File: config.mk
export PLATFORM = sky130hd
export DESIGN_NAME = i2c_byte_engine
export DESIGN_NICKNAME = d
export VERILOG_FILES = /design/src/rtl/i2c_byte_engine.sv
export SDC_FILE = /design/constraint.sdc
export NUM_CORES = 1
export LEC_CHECK = 0
export BUFFER_PORTS_ARGS = -buffer_cell sky130_fd_sc_hd__clkbuf_2
export CAP_MARGIN = 40
export CELL_PAD_IN_SITES_DETAIL_PLACEMENT = 1
export CELL_PAD_IN_SITES_GLOBAL_PLACEMENT = 2
export CORE_UTILIZATION = 37
export DETAILED_ROUTE_END_ITERATION = 7
export PLACE_DENSITY_LB_ADDON = 0.1
export SLEW_MARGIN = 10
export SYNTH_ARGS = -nofsm -noshare
export SYNTH_HDL_FRONTEND = slang
export SYNTH_SLANG_ARGS = --single-unit
File: constraint.sdc
create_clock -name clk -period 2.25 [get_ports clk]
set_clock_uncertainty 0.05 [all_clocks]
set_input_delay 0.45 -clock clk [delete_from_list [all_inputs] [get_ports clk]]
set_output_delay 0.45 -clock clk [all_outputs]
set_load 0.01 [all_outputs]
File: src/rtl/i2c_byte_engine.sv
module i2c_byte_engine (
  input  logic       clk,
  input  logic       rst_n,
  input  logic       reg_we,
  input  logic       reg_sel,
  input  logic [7:0] reg_wdata,
  input  logic       cmd_start,
  input  logic       cmd_master,
  input  logic       cmd_tx,
  input  logic       cmd_addr,
  input  logic [7:0] tx_byte,
  input  logic       scl_in,
  output logic       scl_low_o,
  input  logic       sda_in,
  output logic       sda_low_o,
  output logic       busy,
  output logic       byte_done,
  output logic [7:0] rx_byte,
  output logic       ack_seen,
  output logic       addr_match
);
  localparam int DIV_W = 8;

  logic [7:0]       ctl;
  logic [6:0]       own;
  logic             master, tx, is_addr, phase, scl_prev;
  logic [3:0]       bitcnt;
  logic [7:0]       shreg;
  logic [DIV_W-1:0] divcnt, half;
  logic [4:0]       code_nz;
  logic             ctl_hit, abort, start, tick, rise_ev, fall_ev, last_bit, ack_drive, sda_want;

  assign code_nz   = (ctl[4:0] == 5'd0) ? 5'd1 : ctl[4:0];
  assign half      = ctl[5] ? {2'b00, code_nz, 1'b0} : {1'b0, code_nz, 2'b00};
  assign ctl_hit   = reg_we && !reg_sel;
  assign abort     = ctl_hit && busy && (((reg_wdata ^ ctl) & 8'hBF) != 8'h00);
  assign start     = cmd_start && !busy;
  assign tick      = (divcnt == '0);
  assign rise_ev   = busy && !phase && (master ? tick : (scl_in && !scl_prev));
  assign fall_ev   = busy &&  phase && (master ? tick : (!scl_in && scl_prev));
  assign last_bit  = ctl[7] ? (bitcnt == 4'd8) : (bitcnt == 4'd7);
  assign ack_drive = !ctl[6] && (!is_addr || addr_match);
  assign sda_want  = (bitcnt == 4'd8) ? (!tx && ack_drive) : (tx && !shreg[7]);

  always_ff @(posedge clk or negedge rst_n) begin
    if (!rst_n) begin
      ctl <= '0; own <= '0; master <= 1'b0; tx <= 1'b0; is_addr <= 1'b0;
      phase <= 1'b0; scl_prev <= 1'b1; bitcnt <= '0; shreg <= '0; divcnt <= '0;
      scl_low_o <= 1'b0; sda_low_o <= 1'b0; busy <= 1'b0; byte_done <= 1'b0;
      rx_byte <= '0; ack_seen <= 1'b1; addr_match <= 1'b0;
    end else begin
      scl_prev  <= scl_in;
      byte_done <= 1'b0;
      if (reg_we && reg_sel) own <= reg_wdata[6:0];
      if (ctl_hit) ctl <= reg_wdata;
      if (!scl_in) sda_low_o <= busy ? sda_want : 1'b0;
      if (abort) begin
        busy <= 1'b0; phase <= 1'b0; scl_low_o <= 1'b0; sda_low_o <= 1'b0; divcnt <= '0;
      end else if (start) begin
        busy <= 1'b1; master <= cmd_master; tx <= cmd_tx; is_addr <= cmd_addr;
        shreg <= tx_byte; bitcnt <= '0; phase <= 1'b0;
        divcnt <= half - 8'd1; scl_low_o <= cmd_master;
      end else if (busy) begin
        if (master && !tick) divcnt <= divcnt - 8'd1;
        if (rise_ev) begin
          phase <= 1'b1;
          if (master) begin scl_low_o <= 1'b0; divcnt <= half - 8'd1; end
          if (bitcnt == 4'd8) ack_seen <= sda_in;
          else shreg <= {shreg[6:0], sda_in};
        end
        if (fall_ev) begin
          phase <= 1'b0;
          if (master) begin scl_low_o <= 1'b1; divcnt <= half - 8'd1; end
          if (is_addr && bitcnt == 4'd7) addr_match <= (shreg[7:1] == own);
          if (last_bit) begin
            busy <= 1'b0; byte_done <= 1'b1; rx_byte <= shreg;
          end else bitcnt <= bitcnt + 4'd1;
        end
      end
    end
  end

  AST_SDA_CHANGES_LOW: assert property (@(posedge clk) disable iff (!rst_n)
    (sda_low_o != $past(sda_low_o)) |-> (!$past(scl_in) || $past(abort)));
  AST_HALF_PERIOD: assert property (@(posedge clk) disable iff (!rst_n)
    (busy && master) |-> (divcnt < half));
  AST_BIT_COUNT: assert property (@(posedge clk) disable iff (!rst_n)
    busy |-> (bitcnt <= (ctl[7] ? 4'd8 : 4'd7)));
  AST_SENDER_RELEASES: assert property (@(posedge clk) disable iff (!rst_n)
    (busy && tx && bitcnt == 4'd8 && phase) |-> !sda_low_o);
  AST_DONE_PULSE: assert property (@(posedge clk) disable iff (!rst_n)
    byte_done |=> !byte_done);
  AST_ABORT_STOPS: assert property (@(posedge clk) disable iff (!rst_n)
    abort |=> (!busy && !scl_low_o && !byte_done));
  AST_START_IGNORED: assert property (@(posedge clk) disable iff (!rst_n)
    (busy && cmd_start && !abort) |=> ($stable(master) && $stable(tx)));
endmodule

==> metrics.txt <==
status finished, final reports clean; PD cells 907.1 mW/mm^2; gr ovfl total 0; Worst EP arrival between 2 and 2.5 ns; Worst Tran Pin Value between 0.4 and 0.5 ns; Post-synth ARST share 1.000; FF-to-FF End divcnt[5]; Worst R2R Start divcnt[0]; Final HPWL DP roughly 6300 um; H-tree levels 2; layout cells sized above 1 0.3811; Routed WL ~8400 um; die area 0.008598 mm^2; first-pass GRT wire length 14,390 um; R2R depth 8; top_reg_cell synth dfrtp_1; CTS Buf Count 5; Post-synth top cells dfrtp_1, nand2_1, mux2_2; Pwr Total about 3.4 mW; Syn Inst Count 300; Synthesized Nets approximately 330; Multi-input gate area 0.001625 mm^2; Max FO, Critical Path 7; Wirelength per Cell 17.83 um; setup violators final 0; layout overhead on the synthesized area 23.71%; peak supply drop 0.3884 mV; CP cell instances inv_1, ha_1, nor4b_4, buf_4, a41o_2, or4_1, a21oi_2, a211o_2; clk_lat worst skew between 0.3 and 0.4 ns; core area a little under 0.008 mm^2; CP startpoint kind register; Root Driver clkbuf_8; nets@finish 400; Max Fclk around 0.47 GHz; Clock Pin Slew Worst Setup and Hold Paths about 0.11 ns; I/O pin count 40; number of synthesized register bits 54; unrepaired setup endpoints after global routing yes; setup TNS 0 ns; 1st-pass router iterations 4; die height between 90 and 100 um; CP delay by family, top simple AND/OR/NAND/NOR gates; vias in the first global route 2,869; Hold Violations, Final 0; largest incremental delay on the critical path 0.51 ns; min Tclk post-route 2.106 ns; GRT Util Overall 0.2184; initial antenna violation count 0; CTS sink count 54; CTS tree yes; max-capacitance violation count 0; Crit Path Class register to register; Max-slew headroom 0.6888; setup bufs post-CTS 0; Buf+Inv Stages, Crit Path 2; cell taking the most area after synthesis dfrtp_1; Hold Crit Class input port to async pin; Warnings, synthesis 0; CP Capture Type register; Cell Area, Synth 0.003045 mm^2; # port buffers 39; Die W ~90 um; largest net degree at the start of global routing between 50 and 60; DRC violations left 0; leakage dissipation between 1.5 and 2 nW; Via-to-Cell Ratio around 5.3; global placement routability congestion roughly 0.86; reg2reg setup slack roughly 0.14 ns; Critical Path RT about 2.5 ns; sequential share of the synthesized area 0.4445; post-synth top area share 0.4273; DR iter-0 viols 82; post-synthesis cell type count 59; DR vias about 2,500; FP Rows 32; Register Area between 0.001 and 0.0015 mm^2; top-count cell post-synth dfrtp_1; antenna diode count 0; final period utilization 0.9362; Area contributors post-synth dfrtp_1, mux2_2, nand2_1; post-route ant nets 0; Post-synth EDFFs 0; CTS max path bufs 2; starting density of the core 0.3881; Avg Synthesized Cell Area 10.15 um^2; post-cts resize count 0; Fillers ~910; max-slew violations 0; slowest CP cell or4_1; Hold-fix buffers, CTS 0
## worst max-delay path by stage
stage                 start    endpoint  slack, ns  cells past startpoint
6_report          divcnt[0]   divcnt[5]       0.14                      8
5_1_grt           divcnt[0]   bitcnt[3]      -0.01                      8
4_1_cts           divcnt[0]    shreg[6]       0.03                      8
3_5_place_dp   reg_wdata[2]  addr_match      -0.04                      7
3_3_place_gp      cmd_start    shreg[2]       0.02                      6
2_1_floorplan        ctl[3]   divcnt[5]       0.20                      9
## state kept, by name, summed over array words and instances, names as in the netlist, 4 cells and up
register,count
bitcnt,4
shreg,8
divcnt,8
own,7
ctl,8
rx_byte,8
## layout make-up
| cell class | count | area share |
|---|---|---|
| Inverter | 6 | 0.005978 |
| Clock buffer | 6 | 0.01926 |
| Tap cell | 102 | 0.03388 |
| Multi-Input combinational cell | 222 | 0.4314 |
| Timing Repair Buffer | 80 | 0.1402 |
| Sequential cell | 54 | 0.3593 |
| Clock inverter | 2 | 0.009963 |
## cell usage in the layout, fill, tap and decap left out, drive strengths merged, types with 4 or more instances in the layout
| master | instances |
|---|---|
| o21ai | 13 |
| buf | 41 |
| a21oi | 13 |
| nand2b | 8 |
| inv | 6 |
| nor2 | 13 |
| xor2 | 8 |
| nand2 | 42 |
| clkbuf | 45 |
| nand3 | 6 |
| xnor2 | 7 |
| dfrtp | 52 |
| nor3 | 7 |
| nand3b | 4 |
| nor4 | 7 |
| ha | 5 |
| mux2 | 34 |
| o31ai | 4 |
| or3 | 4 |
## where the power goes
part | internal (mW) | total [mW] | switching [mW]
clock network | 0.333 | 0.676 | 0.343
logic | 0.671 | 1.32 | 0.646
registers | 1.18 | 1.42 | 0.243
total | 2.19 | 3.42 | 1.23
## metal layers
metal	share of wire	vias to the layer above	global-route usage
li1	-	1217	-
met1	0.47	1231	0.2791
met2	0.49	45	0.3753
met3	0.031	6	0.04105
met4	0.0084	0	0.06282
met5	0	-	0
## through the flow
step | instances | cell area, um^2 | utilization | worst slack, ns | hold WS (ns)
after floorplan | 300 | 3045 | - | 0.1982 | 0.1044
after global placement | 464 | 3618 | 0.4611 | 0.02423 | 0.4323
after detailed placement | 464 | 3618 | 0.4611 | -0.03541 | 0.4344
after CTS | 472 | 3729 | 0.4751 | 0.03349 | 0.09038
after global routing | 472 | 3767 | 0.4801 | -0.01095 | 0.1107
final | 472 | 3767 | 0.4801 | 0.1435 | 0.08089
## logic make-up after synthesis
group | after synthesis | synth area share
flip-flops | 54 | 0.4445
XOR/XNOR | 15 | 0.04314
AO/OA/AOI/OAI | 55 | 0.1237
buffers and inverters | 24 | 0.03451
multiplexers | 35 | 0.1290
adder cells (fa/ha/maj) | 5 | 0.02054
AND/OR/NAND/NOR | 112 | 0.2046
Note: power is estimated with default switching activity, not from simulation.
